**src/rtl/sa_pkg.sv**
```systemverilog
package sa_pkg;

    localparam int SIG_W   = 16;
    localparam int NIB_W   = 4;
    localparam int NIB_N   = SIG_W / NIB_W;
    localparam int CHAR_W  = 8;
    localparam int FRAME_N = 3;           // clock, open, close probes

    // feedback taps at bit numbers 7, 9, 12 and 16 (vector index = number - 1)
    localparam logic [SIG_W-1:0] TAP_MASK = (SIG_W'(1) << 6) | (SIG_W'(1) << 8)
                                          | (SIG_W'(1) << 11) | (SIG_W'(1) << 15);

    typedef logic [SIG_W-1:0] sig_t;

    // indices of the framing probes inside the front-end vectors
    localparam int IDX_CLK   = 0;
    localparam int IDX_START = 1;
    localparam int IDX_STOP  = 2;

    typedef struct packed {
        logic clk_evt;
        logic start_evt;
        logic stop_evt;
        logic data;
    } probe_evt_t;

    typedef enum logic {
        WIN_CLOSED = 1'b0,
        WIN_OPEN   = 1'b1
    } win_state_t;

    typedef enum logic [2:0] {
        ACT_NONE,
        ACT_OPEN,
        ACT_SHIFT,
        ACT_CLOSE,
        ACT_FAULT
    } win_act_t;

    function automatic sig_t lfsr_step(input sig_t cur, input logic din);
        logic fb;
        fb = din ^ (^(cur & TAP_MASK));
        return {cur[SIG_W-2:0], fb};
    endfunction

    function automatic logic [CHAR_W-1:0] nib_char(input logic [NIB_W-1:0] n);
        logic [CHAR_W-1:0] c;
        case (n)
            4'hA:    c = 8'h41;                       // 'A'
            4'hB:    c = 8'h43;                       // 'C'
            4'hC:    c = 8'h46;                       // 'F'
            4'hD:    c = 8'h48;                       // 'H'
            4'hE:    c = 8'h50;                       // 'P'
            4'hF:    c = 8'h55;                       // 'U'
            default: c = 8'h30 + {4'h0, n};           // '0'..'9'
        endcase
        return c;
    endfunction

endpackage

```
**src/rtl/sa_probe_front.sv**
```systemverilog
module sa_probe_front
    import sa_pkg::*;
#(
    parameter int SYNC_STAGES = 2
) (
    input  logic       clk,
    input  logic       rst,
    input  logic       probe_clk,
    input  logic       probe_start,
    input  logic       probe_stop,
    input  logic       probe_data,
    input  logic       pol_clk,
    input  logic       pol_start,
    input  logic       pol_stop,
    output probe_evt_t evt
);

    localparam int RAW_N = FRAME_N + 1;
    localparam int IDX_DATA = FRAME_N;

    logic [RAW_N-1:0]   raw;
    logic [RAW_N-1:0]   lvl;
    logic [FRAME_N-1:0] pol;
    logic [FRAME_N-1:0] prev_q;
    logic [FRAME_N-1:0] hit;

    assign raw[IDX_CLK]   = probe_clk;
    assign raw[IDX_START] = probe_start;
    assign raw[IDX_STOP]  = probe_stop;
    assign raw[IDX_DATA]  = probe_data;

    assign pol[IDX_CLK]   = pol_clk;
    assign pol[IDX_START] = pol_start;
    assign pol[IDX_STOP]  = pol_stop;

    // one synchronizer chain per probe
    for (genvar g = 0; g < RAW_N; g++) begin : g_sync
        logic [SYNC_STAGES-1:0] chain_q;
        always_ff @(posedge clk) begin
            if (rst) chain_q <= '0;
            else     chain_q <= {chain_q[SYNC_STAGES-2:0], raw[g]};
        end
        assign lvl[g] = chain_q[SYNC_STAGES-1];
    end

    always_ff @(posedge clk) begin
        if (rst) prev_q <= '0;
        else     prev_q <= lvl[FRAME_N-1:0];
    end

    // edge finder, polarity picked per probe
    for (genvar g = 0; g < FRAME_N; g++) begin : g_edge
        logic rise, fall;
        assign rise  = lvl[g] & ~prev_q[g];
        assign fall  = ~lvl[g] & prev_q[g];
        assign hit[g] = pol[g] ? rise : fall;
    end

    assign evt.clk_evt   = hit[IDX_CLK];
    assign evt.start_evt = hit[IDX_START];
    assign evt.stop_evt  = hit[IDX_STOP];
    assign evt.data      = lvl[IDX_DATA];

endmodule

```
**src/rtl/sa_lfsr.sv**
```systemverilog
module sa_lfsr
    import sa_pkg::*;
(
    input  logic clk,
    input  logic rst,
    input  logic restart,
    input  logic step,
    input  logic din,
    output sig_t state
);

    sig_t state_q;

    always_ff @(posedge clk) begin
        if (rst)          state_q <= '0;
        else if (restart) state_q <= lfsr_step('0, din);
        else if (step)    state_q <= lfsr_step(state_q, din);
    end

    assign state = state_q;

    // no shift request, no movement in the register
    p_idle_hold_r1: assert property (@(posedge clk) disable iff (rst)
        !(restart || step) |=> $stable(state_q));

endmodule

```
**src/rtl/sa_window_ctrl.sv**
```systemverilog
module sa_window_ctrl
    import sa_pkg::*;
(
    input  logic       clk,
    input  logic       rst,
    input  probe_evt_t evt,
    input  sig_t       lfsr_state,
    output logic       lfsr_restart,
    output logic       lfsr_step_en,
    output logic       lfsr_din,
    output sig_t       sig_q,
    output logic       valid_q,
    output logic       err_q,
    output logic       unstable_q
);

    win_state_t win_q;
    logic       start_pend_q, stop_pend_q, have_prev_q;
    logic       start_eff, stop_eff;
    win_act_t   act;

    // framing edges wait for the next active probe-clock edge
    always_ff @(posedge clk) begin
        if (rst) begin
            start_pend_q <= 1'b0;
            stop_pend_q  <= 1'b0;
        end else if (evt.clk_evt) begin
            start_pend_q <= 1'b0;
            stop_pend_q  <= 1'b0;
        end else begin
            if (evt.start_evt) start_pend_q <= 1'b1;
            if (evt.stop_evt)  stop_pend_q  <= 1'b1;
        end
    end

    assign start_eff = start_pend_q | evt.start_evt;
    assign stop_eff  = stop_pend_q  | evt.stop_evt;

    always_comb begin
        act = ACT_NONE;
        if (evt.clk_evt) begin
            if (start_eff && stop_eff)  act = ACT_FAULT;
            else if (start_eff)         act = (win_q == WIN_OPEN) ? ACT_FAULT : ACT_OPEN;
            else if (stop_eff)          act = (win_q == WIN_OPEN) ? ACT_CLOSE : ACT_FAULT;
            else if (win_q == WIN_OPEN) act = ACT_SHIFT;
        end
    end

    assign lfsr_restart = (act == ACT_OPEN);
    assign lfsr_step_en = (act == ACT_SHIFT);
    assign lfsr_din     = evt.data;

    always_ff @(posedge clk) begin
        if (rst) begin
            win_q       <= WIN_CLOSED;
            sig_q       <= '0;
            valid_q     <= 1'b0;
            err_q       <= 1'b0;
            unstable_q  <= 1'b0;
            have_prev_q <= 1'b0;
        end else begin
            valid_q <= 1'b0;
            err_q   <= 1'b0;
            case (act)
                ACT_OPEN:  win_q <= WIN_OPEN;
                ACT_CLOSE: begin
                    win_q       <= WIN_CLOSED;
                    sig_q       <= lfsr_state;
                    valid_q     <= 1'b1;
                    unstable_q  <= have_prev_q && (lfsr_state != sig_q);
                    have_prev_q <= 1'b1;
                end
                ACT_FAULT: begin
                    win_q <= WIN_CLOSED;
                    err_q <= 1'b1;
                end
                default: ;
            endcase
        end
    end

    // a framing fault never coincides with a clean close
    p_valid_err_excl_r7: assert property (@(posedge clk) disable iff (rst)
        !(valid_q && err_q));

    // valid is a single-cycle pulse
    p_valid_pulse_r6: assert property (@(posedge clk) disable iff (rst)
        valid_q |=> !valid_q);

    // the held signature moves only together with valid
    p_sig_only_on_valid_r6: assert property (@(posedge clk) disable iff (rst)
        !$stable(sig_q) |-> valid_q);

    // a fault leaves the held signature alone
    p_err_keeps_sig_r7: assert property (@(posedge clk) disable iff (rst)
        err_q |-> $stable(sig_q));

    // the unstable flag is updated only on a clean close
    p_unstable_on_valid_r8: assert property (@(posedge clk) disable iff (rst)
        !$stable(unstable_q) |-> valid_q);

endmodule

```
**src/rtl/sa_display.sv**
```systemverilog
module sa_display
    import sa_pkg::*;
(
    input  sig_t                      sig,
    output logic [NIB_N*CHAR_W-1:0]   chars
);

    for (genvar g = 0; g < NIB_N; g++) begin : g_nib
        assign chars[g*CHAR_W +: CHAR_W] = nib_char(sig[g*NIB_W +: NIB_W]);
    end

endmodule

```
**src/rtl/gated_signature_analyzer.sv**
```systemverilog
module gated_signature_analyzer
    import sa_pkg::*;
#(
    parameter int SYNC_STAGES = 2
) (
    input  logic        clk,
    input  logic        rst,
    input  logic        probe_clk,
    input  logic        probe_start,
    input  logic        probe_stop,
    input  logic        probe_data,
    input  logic        pol_clk,
    input  logic        pol_start,
    input  logic        pol_stop,
    output logic [15:0] signature,
    output logic [31:0] sig_chars,
    output logic        sig_valid,
    output logic        frame_err,
    output logic        unstable
);

    probe_evt_t evt;
    sig_t       lfsr_state, held;
    logic       restart, step_en, din;

    sa_probe_front #(.SYNC_STAGES(SYNC_STAGES)) u_front (
        .clk        (clk),
        .rst        (rst),
        .probe_clk  (probe_clk),
        .probe_start(probe_start),
        .probe_stop (probe_stop),
        .probe_data (probe_data),
        .pol_clk    (pol_clk),
        .pol_start  (pol_start),
        .pol_stop   (pol_stop),
        .evt        (evt)
    );

    sa_lfsr u_lfsr (
        .clk    (clk),
        .rst    (rst),
        .restart(restart),
        .step   (step_en),
        .din    (din),
        .state  (lfsr_state)
    );

    sa_window_ctrl u_ctrl (
        .clk         (clk),
        .rst         (rst),
        .evt         (evt),
        .lfsr_state  (lfsr_state),
        .lfsr_restart(restart),
        .lfsr_step_en(step_en),
        .lfsr_din    (din),
        .sig_q       (held),
        .valid_q     (sig_valid),
        .err_q       (frame_err),
        .unstable_q  (unstable)
    );

    sa_display u_disp (
        .sig  (held),
        .chars(sig_chars)
    );

    assign signature = held;

endmodule

```
**config.mk**
```make
export PLATFORM = sky130hd
export DESIGN_NAME = gated_signature_analyzer
export DESIGN_NICKNAME = d
export VERILOG_FILES = /design/src/rtl/sa_pkg.sv /design/src/rtl/sa_probe_front.sv /design/src/rtl/sa_lfsr.sv /design/src/rtl/sa_window_ctrl.sv /design/src/rtl/sa_display.sv /design/src/rtl/gated_signature_analyzer.sv
export SDC_FILE = /design/constraint.sdc
export NUM_CORES = 1
export LEC_CHECK = 0
export BUFFER_PORTS_ARGS = -buffer_cell sky130_fd_sc_hd__clkbuf_2
export CORE_UTILIZATION = 40
export DETAILED_ROUTE_END_ITERATION = 8
export HOLD_SLACK_MARGIN = 0.05
export MAX_ROUTING_LAYER = met4
export PLACE_DENSITY = 0.59
export SLEW_MARGIN = 20
export SYNTH_ARGS = -nofsm -noshare
export SYNTH_HDL_FRONTEND = slang
export SYNTH_SLANG_ARGS = --single-unit
```
**constraint.sdc**
```tcl
create_clock -name clk -period 3.9 [get_ports clk]
set_input_delay 1.17 -clock clk [delete_from_list [all_inputs] [get_ports clk]]
set_output_delay 1.17 -clock clk [all_outputs]
set_load 0.05 [all_outputs]
```
Word-level counts from Yosys, hierarchy flattened. Cells that the tools add are included.

Add/subtract/negate cells: 4. Equal/unequal tests: 29. Multiplexer cells: 19. Bitwise gates (word level): 15. Reductions and logical operators: 8.

Operators with widths (count): 8-bit case mux with 6 select lines (4); 4-bit == test (second input constant) (24); 6-bit by 4-bit adder with 7-bit output (first input constant) (4); 3-bit two-way mux (6); 16-bit inequality test (1); 16-bit parity (1); 1-bit two-way mux (7); 1-bit bitwise AND (6); 3-bit by 2-bit == test with 1-bit output (second input constant) (2); 1-bit NOT (6); 2-bit OR reduction (3); 2-bit nonzero test (2); 3-bit by 1-bit == test with 1-bit output (second input constant) (1); 3-bit == test (second input constant) (1); 1-bit logical AND (2); 2-bit two-way mux (1); 1-bit bitwise OR (2); 1-bit case mux with 2 select lines (1); 1-bit XOR (1).

Bits in registers: 50. Bits of input ports: 9. Output and inout bits: 51. Logic and storage cells: 90.

Longest topological paths before layout. Gate-level depths: netlist (run 1).

Word-level depth: 11. Mapped depth: 6. Mapped depth without buffers: 5.

Hierarchy. A second synthesis (run 1) with hierarchy kept.

Cell total of the unflattened synthesis: 291. Area, all modules: 2523.7 sq um.

Modules (own cells, without submodules): sa_window_ctrl (times used 1, cells each 120, area each 1072.3 sq um, seq. area each 460.4 sq um); sa_lfsr (times used 1, cells each 59, area each 609.3 sq um, seq. area each 320.3 sq um); sa_display (times used 1, cells each 79, area each 441.7 sq um, seq. area each 0.0 sq um); sa_probe_front (times used 1, cells each 33, area each 400.4 sq um, seq. area each 220.2 sq um).

Worst setup path before layout (run 1). OpenSTA, ideal clock, no wires.

Path kind: reg2out. Start point: register u_ctrl.sig_q[4]. End point: output port sig_chars[11]. Data arrival time: 2154 ps. Required time: 2730 ps. Path slack: 576 ps. Cell stages (with the launch flop): 4. Buffers on the path: 1. Path through: dfxtp_1 clkbuf_1 nor2_1 nor3b_1.

Longest elaborated chain between the ends: 2. Elaborated cells between the ends (all ways): 8. Classes of those cells: add/sub (1); eq/ne (6); mux (1).

RTL lines: start, declared (RTL line sa_window_ctrl.sv:11) `output sig_t sig_q,`; start signal, assigned (RTL line sa_window_ctrl.sv:68) `sig_q <= lfsr_state;`; 6-bit by 4-bit adder with 7-bit output or 4-bit == test (tied branches) (RTL line sa_pkg.sv:55, sa_pkg.sv:48); 8-bit case mux with 6 select lines (*) (RTL line sa_pkg.sv:48) `case (n)`; end, declared (RTL line gated_signature_analyzer.sv:16) `output logic [31:0] sig_chars,`.

Mark *: on every way between the ends. The rest lies on a longest branch, timed or not.

Final worst setup path (run 1).
Start point: register u_ctrl.sig_q[2]. End point: output port sig_chars[1].

Longest elaborated chain between the ends: 2. Elaborated cells between the ends (all ways): 7. Classes of those cells: eq/ne (6); mux (1).

RTL lines (RTL line): 4-bit == test (sa_pkg.sv:48); 8-bit case mux with 6 select lines (*) (sa_pkg.sv:48).

Marks and branches as above.

==> results.toml, run 1 <==
[logic_synthesis]
yosys-top-cells-count = "dfxtp_1, xor2_1, nor2_1, a21oi_1, clkbuf_1"
syn_area_per_cell_sq_um = 9.132
synth-seq-cells = 50
synth_edf_count = 0
async_reset_ff_frac = 0
synthTopCellsByArea = "dfxtp_1, xor2_1, mux2i_1"
synth_top_area_frac = 0.4199
synth_area_leader_cell = "dfxtp_1"
synth_cell_types = 38
ys_warn_count = 0
syn_area_sq_um = 2384
yosysMostFrequentCell = "dfxtp_1"
syn_inst = 261
ys.flop_type = "dfxtp_1"
ys_seq_area_frac = 0.4199

[min_path]
hold-path-cell-count = 1
hp-class = "reg2reg"
holdPathEnd = "u_front.g_sync[1].chain_q[1]"
hp-start = "u_front.g_sync[1].chain_q[0]"

[clocking]
clockRootBuffer = "clkbuf_8"
cts_hold_buf = 0
clk_pin_slew_ns = 0.09
cts_made_buffers = 5
ctsResizeCount = 0
clock-sinks = 50
clk_latency_ns = 0.30
cts_buffer_depth = 2
cts_tree = "yes"
cts_setup_buffers = 0
htreeDepth = 2

[layout]
drive_above_1_share = 0.2550
area_growth_pct = 14.59
fill_cells = 564
diodes = 0
finish.net_count = 310
ff_latch_area_sq_um = 1001
multiInputGateArea_sq_um = 1202

[detailed_routing]
post_drt_wl_per_cell_microns = 12.06
dr.first_iter.drc_count = 57
wl_microns = 4512
vias = 1807
drt_drc_violations_left = 0
ant_nets = 0
routed_via_density = 4.832
drt_first_pass_iters = 4

[timing]
finalMaxSlewViolations = 0
rsz0062_at_grt = "no"
clock_skew_ns = 0.008501
hold_viol = 0
fin_crit_ns = 2.685
worst_pin_slew_ns = 0.5704
setup_tns_ns = 0
finalSetupViolCount = 0
period_share = 0.6885
fmax_ghz = 0.3724
layout_setup_ws_ns = 1.215
relSlewSlack = 0.6197

[global_route]
grt_use_total = 0.1550
overflow = 0
antenna_found_initial = 0
grt_pass1_vias = 1582
grt_pass1_wl_microns = 7514
grt_max_degree = 21

[setup_path]
startpoint_type = "flip-flop"
cp_max_fo = 7
cp_slowest_cell = "dfxtp_1"
ff2ff_path_depth = 5
cpPeakStageDelay_ns = 0.47
arrival_ns = 1.52
critical_path_required_ns = 2.73
reg2reg_from = "u_front.prev_q[1]"
reg2reg_to = "u_lfsr.state[15]"
end_kind = "output pin"
crit_type = "reg2out"
cp_cell_sequence = "inv_1, nand2_1, a21oi_1, a31o_2, clkbuf_2"
reg2reg_slack_ns = 1.98

[pwr]
p_leak_nw = 1.362
fin_total_pwr_mw = 0.8703
peakVddDrop_v = 0.0001931
power.density_nw_per_um2 = 318.6

[run_status]
status = "completed"

[floorplan]
die_w_microns = 79.20
die-area_sq_um = 6272
num_rows = 27
core_sq_um = 5608
start_util = 0.4250
die_y_microns = 79.20
io_pins = 60

[placed_design]
hpwl_microns = 3131
gp_congestion = 0.7714
port_buffers = 55
dpl_worst_slack_ns = 1.051

[flow_run]
drv_cap = 0
state kept, by name, summed over array words and instances, names as in the netlist:
register                cells
u_front.prev_q              3
u_ctrl.unstable_q           1
u_ctrl.start_pend_q         1
u_ctrl.sig_q               16
u_ctrl.stop_pend_q          1
u_ctrl.win_q                1
u_lfsr.state               16
u_ctrl.have_prev_q          1
u_front.g_sync.chain_q      8
u_ctrl.valid_q              1
u_ctrl.err_q                1
kinds of logic after synthesis:
family	synth area share
flip-flops	0.4199
multiplexers	0.06299
AO/OA/AOI/OAI	0.1549
AND/OR/NAND/NOR	0.1774
buffers and inverters	0.08032
other	0.001573
XOR/XNOR	0.1029
worst max-delay path: cells and delay by family, from the launching register on:
family	cells	cell delay [ns]
and+or+nand+nor	1	0.09
DFF	1	0.47
buffers and inverters	2	0.37
AOI/OAI and AO/OA	2	0.29
power breakdown:
| group | switching, mW | internal, mW | total [mW] |
|---|---|---|---|
| sequential | 0.00287 | 0.516 | 0.519 |
| combinational | 0.0264 | 0.0124 | 0.0388 |
| clock | 0.170 | 0.143 | 0.313 |
placed cells by master, fill, tap and decap left out, types with 2 or more instances in the layout:
master    Yosys  routed
clkbuf_2      0      55
dfxtp_1      50      50
xor2_1       25      25
nor2_1       24      24
a21oi_1      19      19
inv_1        16      16
a22o_1       16      16
mux2i_1      15      15
nand2_1      12      12
nor2b_1      11      11
clkbuf_8      0       6
o21a_1        5       5
nor3b_1       5       5
a31o_2        4       4
nor4_1        4       4
conb_1        1       4
xnor2_1       3       3
nor3_1        3       3
and3b_1       2       2
nand2b_1      2       2
nand3_2       2       2
routing by layer:
metal	vias up	global-route usage	wire, microns
met5	-	-	0
met3	7	0.03218	200
met4	0	0.05455	54
met1	804	0.2044	2339
met2	47	0.2345	1917
li1	949	-	-
area by class of cell:
type | instances | share of cell area
multi-input combinational | 172 | 0.4402
sequential | 50 | 0.3665
timing repair buffer | 56 | 0.1035
tap | 72 | 0.03298
clock buffer | 6 | 0.03023
inverter | 16 | 0.02199
clock inverter | 2 | 0.004581
worst max path at each step:
stage                     start                to  slack, ns  depth (start not counted)
6_report        u_ctrl.sig_q[2]      sig_chars[1]       1.21                          5
5_1_grt        u_ctrl.sig_q[14]     sig_chars[25]       1.06                          5
4_1_cts         u_ctrl.sig_q[2]      sig_chars[1]       1.18                          5
3_5_place_dp          pol_start   u_lfsr.state[8]       1.05                          6
3_3_place_gp          pol_start  u_lfsr.state[14]       1.10                          6
2_1_floorplan   u_ctrl.sig_q[4]     sig_chars[11]       0.58                          3
metrics by stage:
step / hold WS [ns] / std cells / util / area [sq um]
floorplan: 0.4138 / 264 / - / 2395
global placement: 0.4157 / 366 / 0.4701 / 2636
detailed placement: 0.4247 / 366 / 0.4701 / 2636
CTS: 0.4476 / 374 / 0.4871 / 2731
global route: 0.4611 / 374 / 0.4871 / 2731
finish: 0.4451 / 374 / 0.4871 / 2731
Power figures use the tool's default switching activity.
==> run 2, diff against run 1 <==
clock period = 2.75 ns   (was 3.9 ns; I/O delays follow)
==> results.toml, run 2 (synthesized netlist as in run 1, its figures left out) <==
[placed_design]
hpwl_microns = 3130
place_area_sq_um = 2664
gp_congestion = 0.6792
port_buffers = 55

[pwr]
p_leak_nw = 1.393
peakVddDrop_v = 0.0003121
power.density_nw_per_um2 = 457.7
power_frac_comb = 0.043
switching_share = 0.2265
clkPwrFrac = 0.376
p_sw_mw = 0.2871
p_int_mw = 0.9802
p_seq_frac = 0.581

[global_route]
met3_usage = 0.03793
grt_pass1_wl_microns = 7458
grt_use_total = 0.1572
antenna_found_initial = 0
overflow = 0
use_met2 = 0.2405
busiest_layer = "met2"
met1_usage = 0.2000
grt_pass1_vias = 1608
grt_max_degree = 19

[timing]
fmax_ghz = 0.4250
finalMaxSlewViolations = 0
fin_crit_ns = 2.353
finalSetupViolCount = 0
setup_tns_ns = 0
clock_skew_ns = 0.01574
period_share = 0.8556
worst_pin_slew_ns = 0.8670
rsz0062_at_grt = "no"
hold_viol = 0
relSlewSlack = 0.4201

[min_path]
hp-class = "reg2reg"
hold-path-cell-count = 1
hp-start = "u_front.g_sync[1].chain_q[0]"
holdPathEnd = "u_front.g_sync[1].chain_q[1]"

[setup_path]
startpoint_type = "flip-flop"
reg2reg_to = "u_ctrl.sig_q[4]"
cp_max_fo = 7
arrival_ns = 1.53
reg2reg_slack_ns = 0.79
reg2reg_from = "u_front.prev_q[2]"
end_kind = "output pin"
crit_type = "reg2out"
ff2ff_path_depth = 4
critical_path_required_ns = 1.93

[clocking]
cts_made_buffers = 5
cts_buffer_depth = 2
clock-sinks = 50
clk_latency_ns = 0.31
htreeDepth = 2
clockRootBuffer = "clkbuf_8"
cts_tree = "yes"
cts_hold_buf = 0
cts_setup_buffers = 0
ctsResizeCount = 0
clk_pin_slew_ns = 0.09

[detailed_routing]
ant_nets = 0
vias = 1843
routed_via_density = 4.915
dr.first_iter.drc_count = 64
wl_microns = 4405
drt_drc_violations_left = 0
drt_first_pass_iters = 4
post_drt_wl_per_cell_microns = 11.75

[floorplan]
num_rows = 27
start_util = 0.4250
die_w_microns = 79.20
core_sq_um = 5608
die-area_sq_um = 6272
io_pins = 60
die_y_microns = 79.20

[layout]
area_growth_pct = 16.17
diodes = 0
finish.net_count = 311
final_common_cell = "clkbuf_2"
drive_above_1_share = 0.2706
fin_area_sq_um = 2769
fill_cells = 553
mostFrequentLayoutCells = "clkbuf_2, dfxtp_1, xor2_1, nor2_1, a21oi_1"

[flow_run]
drv_cap = 0

[run_status]
status = "completed"
[run 2: cell count changes in the layout (fill, tap and decap cells not counted)]
cell / previous run / this run
nor3b_1: 5 / 1
nor3b_2: 1 / 5
buf_4: 1 / 2
clkbuf_8: 6 / 7
clkinv_2: 1 / 0
clkinv_4: 0 / 1
clkinvlp_4: 1 / 0
[run 2: power by group through the flow]
| stage | sequential (mW) | combinational [mW] | clock [mW] |
|---|---|---|---|
| floorplan | 0.753 | 0.0480 | 0 |
| global placement | 0.753 | 0.0551 | 0 |
| detailed placement | 0.753 | 0.0555 | 0 |
| CTS | 0.736 | 0.0556 | 0.492 |
| global route | 0.738 | 0.0608 | 0.517 |
| finish | 0.736 | 0.0544 | 0.477 |
[run 2: cell type report]
type                            count  area, sq um  area share
Timing Repair Buffer               57        290.3      0.1048
Inverter                           16        60.06     0.02169
Tap cell                           72        90.09     0.03253
Multi-Input combinational cell    172         1222      0.4415
Clock inverter                      1        8.758    0.003163
Clock buffer                        7        96.34     0.03479
Sequential cell                    50         1001      0.3615
[run 2: critical path, cell delays in order, from the launching register on]
cell      delay, ns
dfxtp_1        0.47
inv_1          0.13
nor2_1         0.17
a31o_2         0.18
clkbuf_2       0.27
[run 2: per-layer routing]
metal  up-vias  wire length [microns]  part of all wire
li1        953                      -                 -
met1       841                   2234              0.51
met2        42                   1920              0.44
met3         7                    187             0.042
met4         0                     61             0.014
met5         -                      0                 0
[run 2: worst max path at each step]
stage | from | endpoint | slack [ns] | depth (start not counted)
floorplan | u_ctrl.sig_q[5] | sig_chars[10] | 0.07 | 3
finish | u_ctrl.sig_q[2] | sig_chars[1] | 0.40 | 4
global placement | pol_stop | u_ctrl.sig_q[1] | 0.20 | 5
CTS | u_ctrl.sig_q[2] | sig_chars[1] | 0.35 | 4
detailed placement | pol_stop | u_ctrl.sig_q[1] | 0.16 | 5
global route | u_ctrl.sig_q[9] | sig_chars[17] | 0.26 | 4
[run 2: stage by stage]
step	cells	util	total power, mW	setup WS [ns]	hold WS [ns]
after global placement	367	0.4750	0.8079	0.1973	0.4158
after floorplan	264	-	0.8005	0.06602	0.4138
final	375	0.4938	1.267	0.3970	0.4436
after global routing	375	0.4938	1.316	0.2569	0.4692
after CTS	375	0.4938	1.284	0.3531	0.4492
after detailed placement	367	0.4750	0.8087	0.1637	0.4264
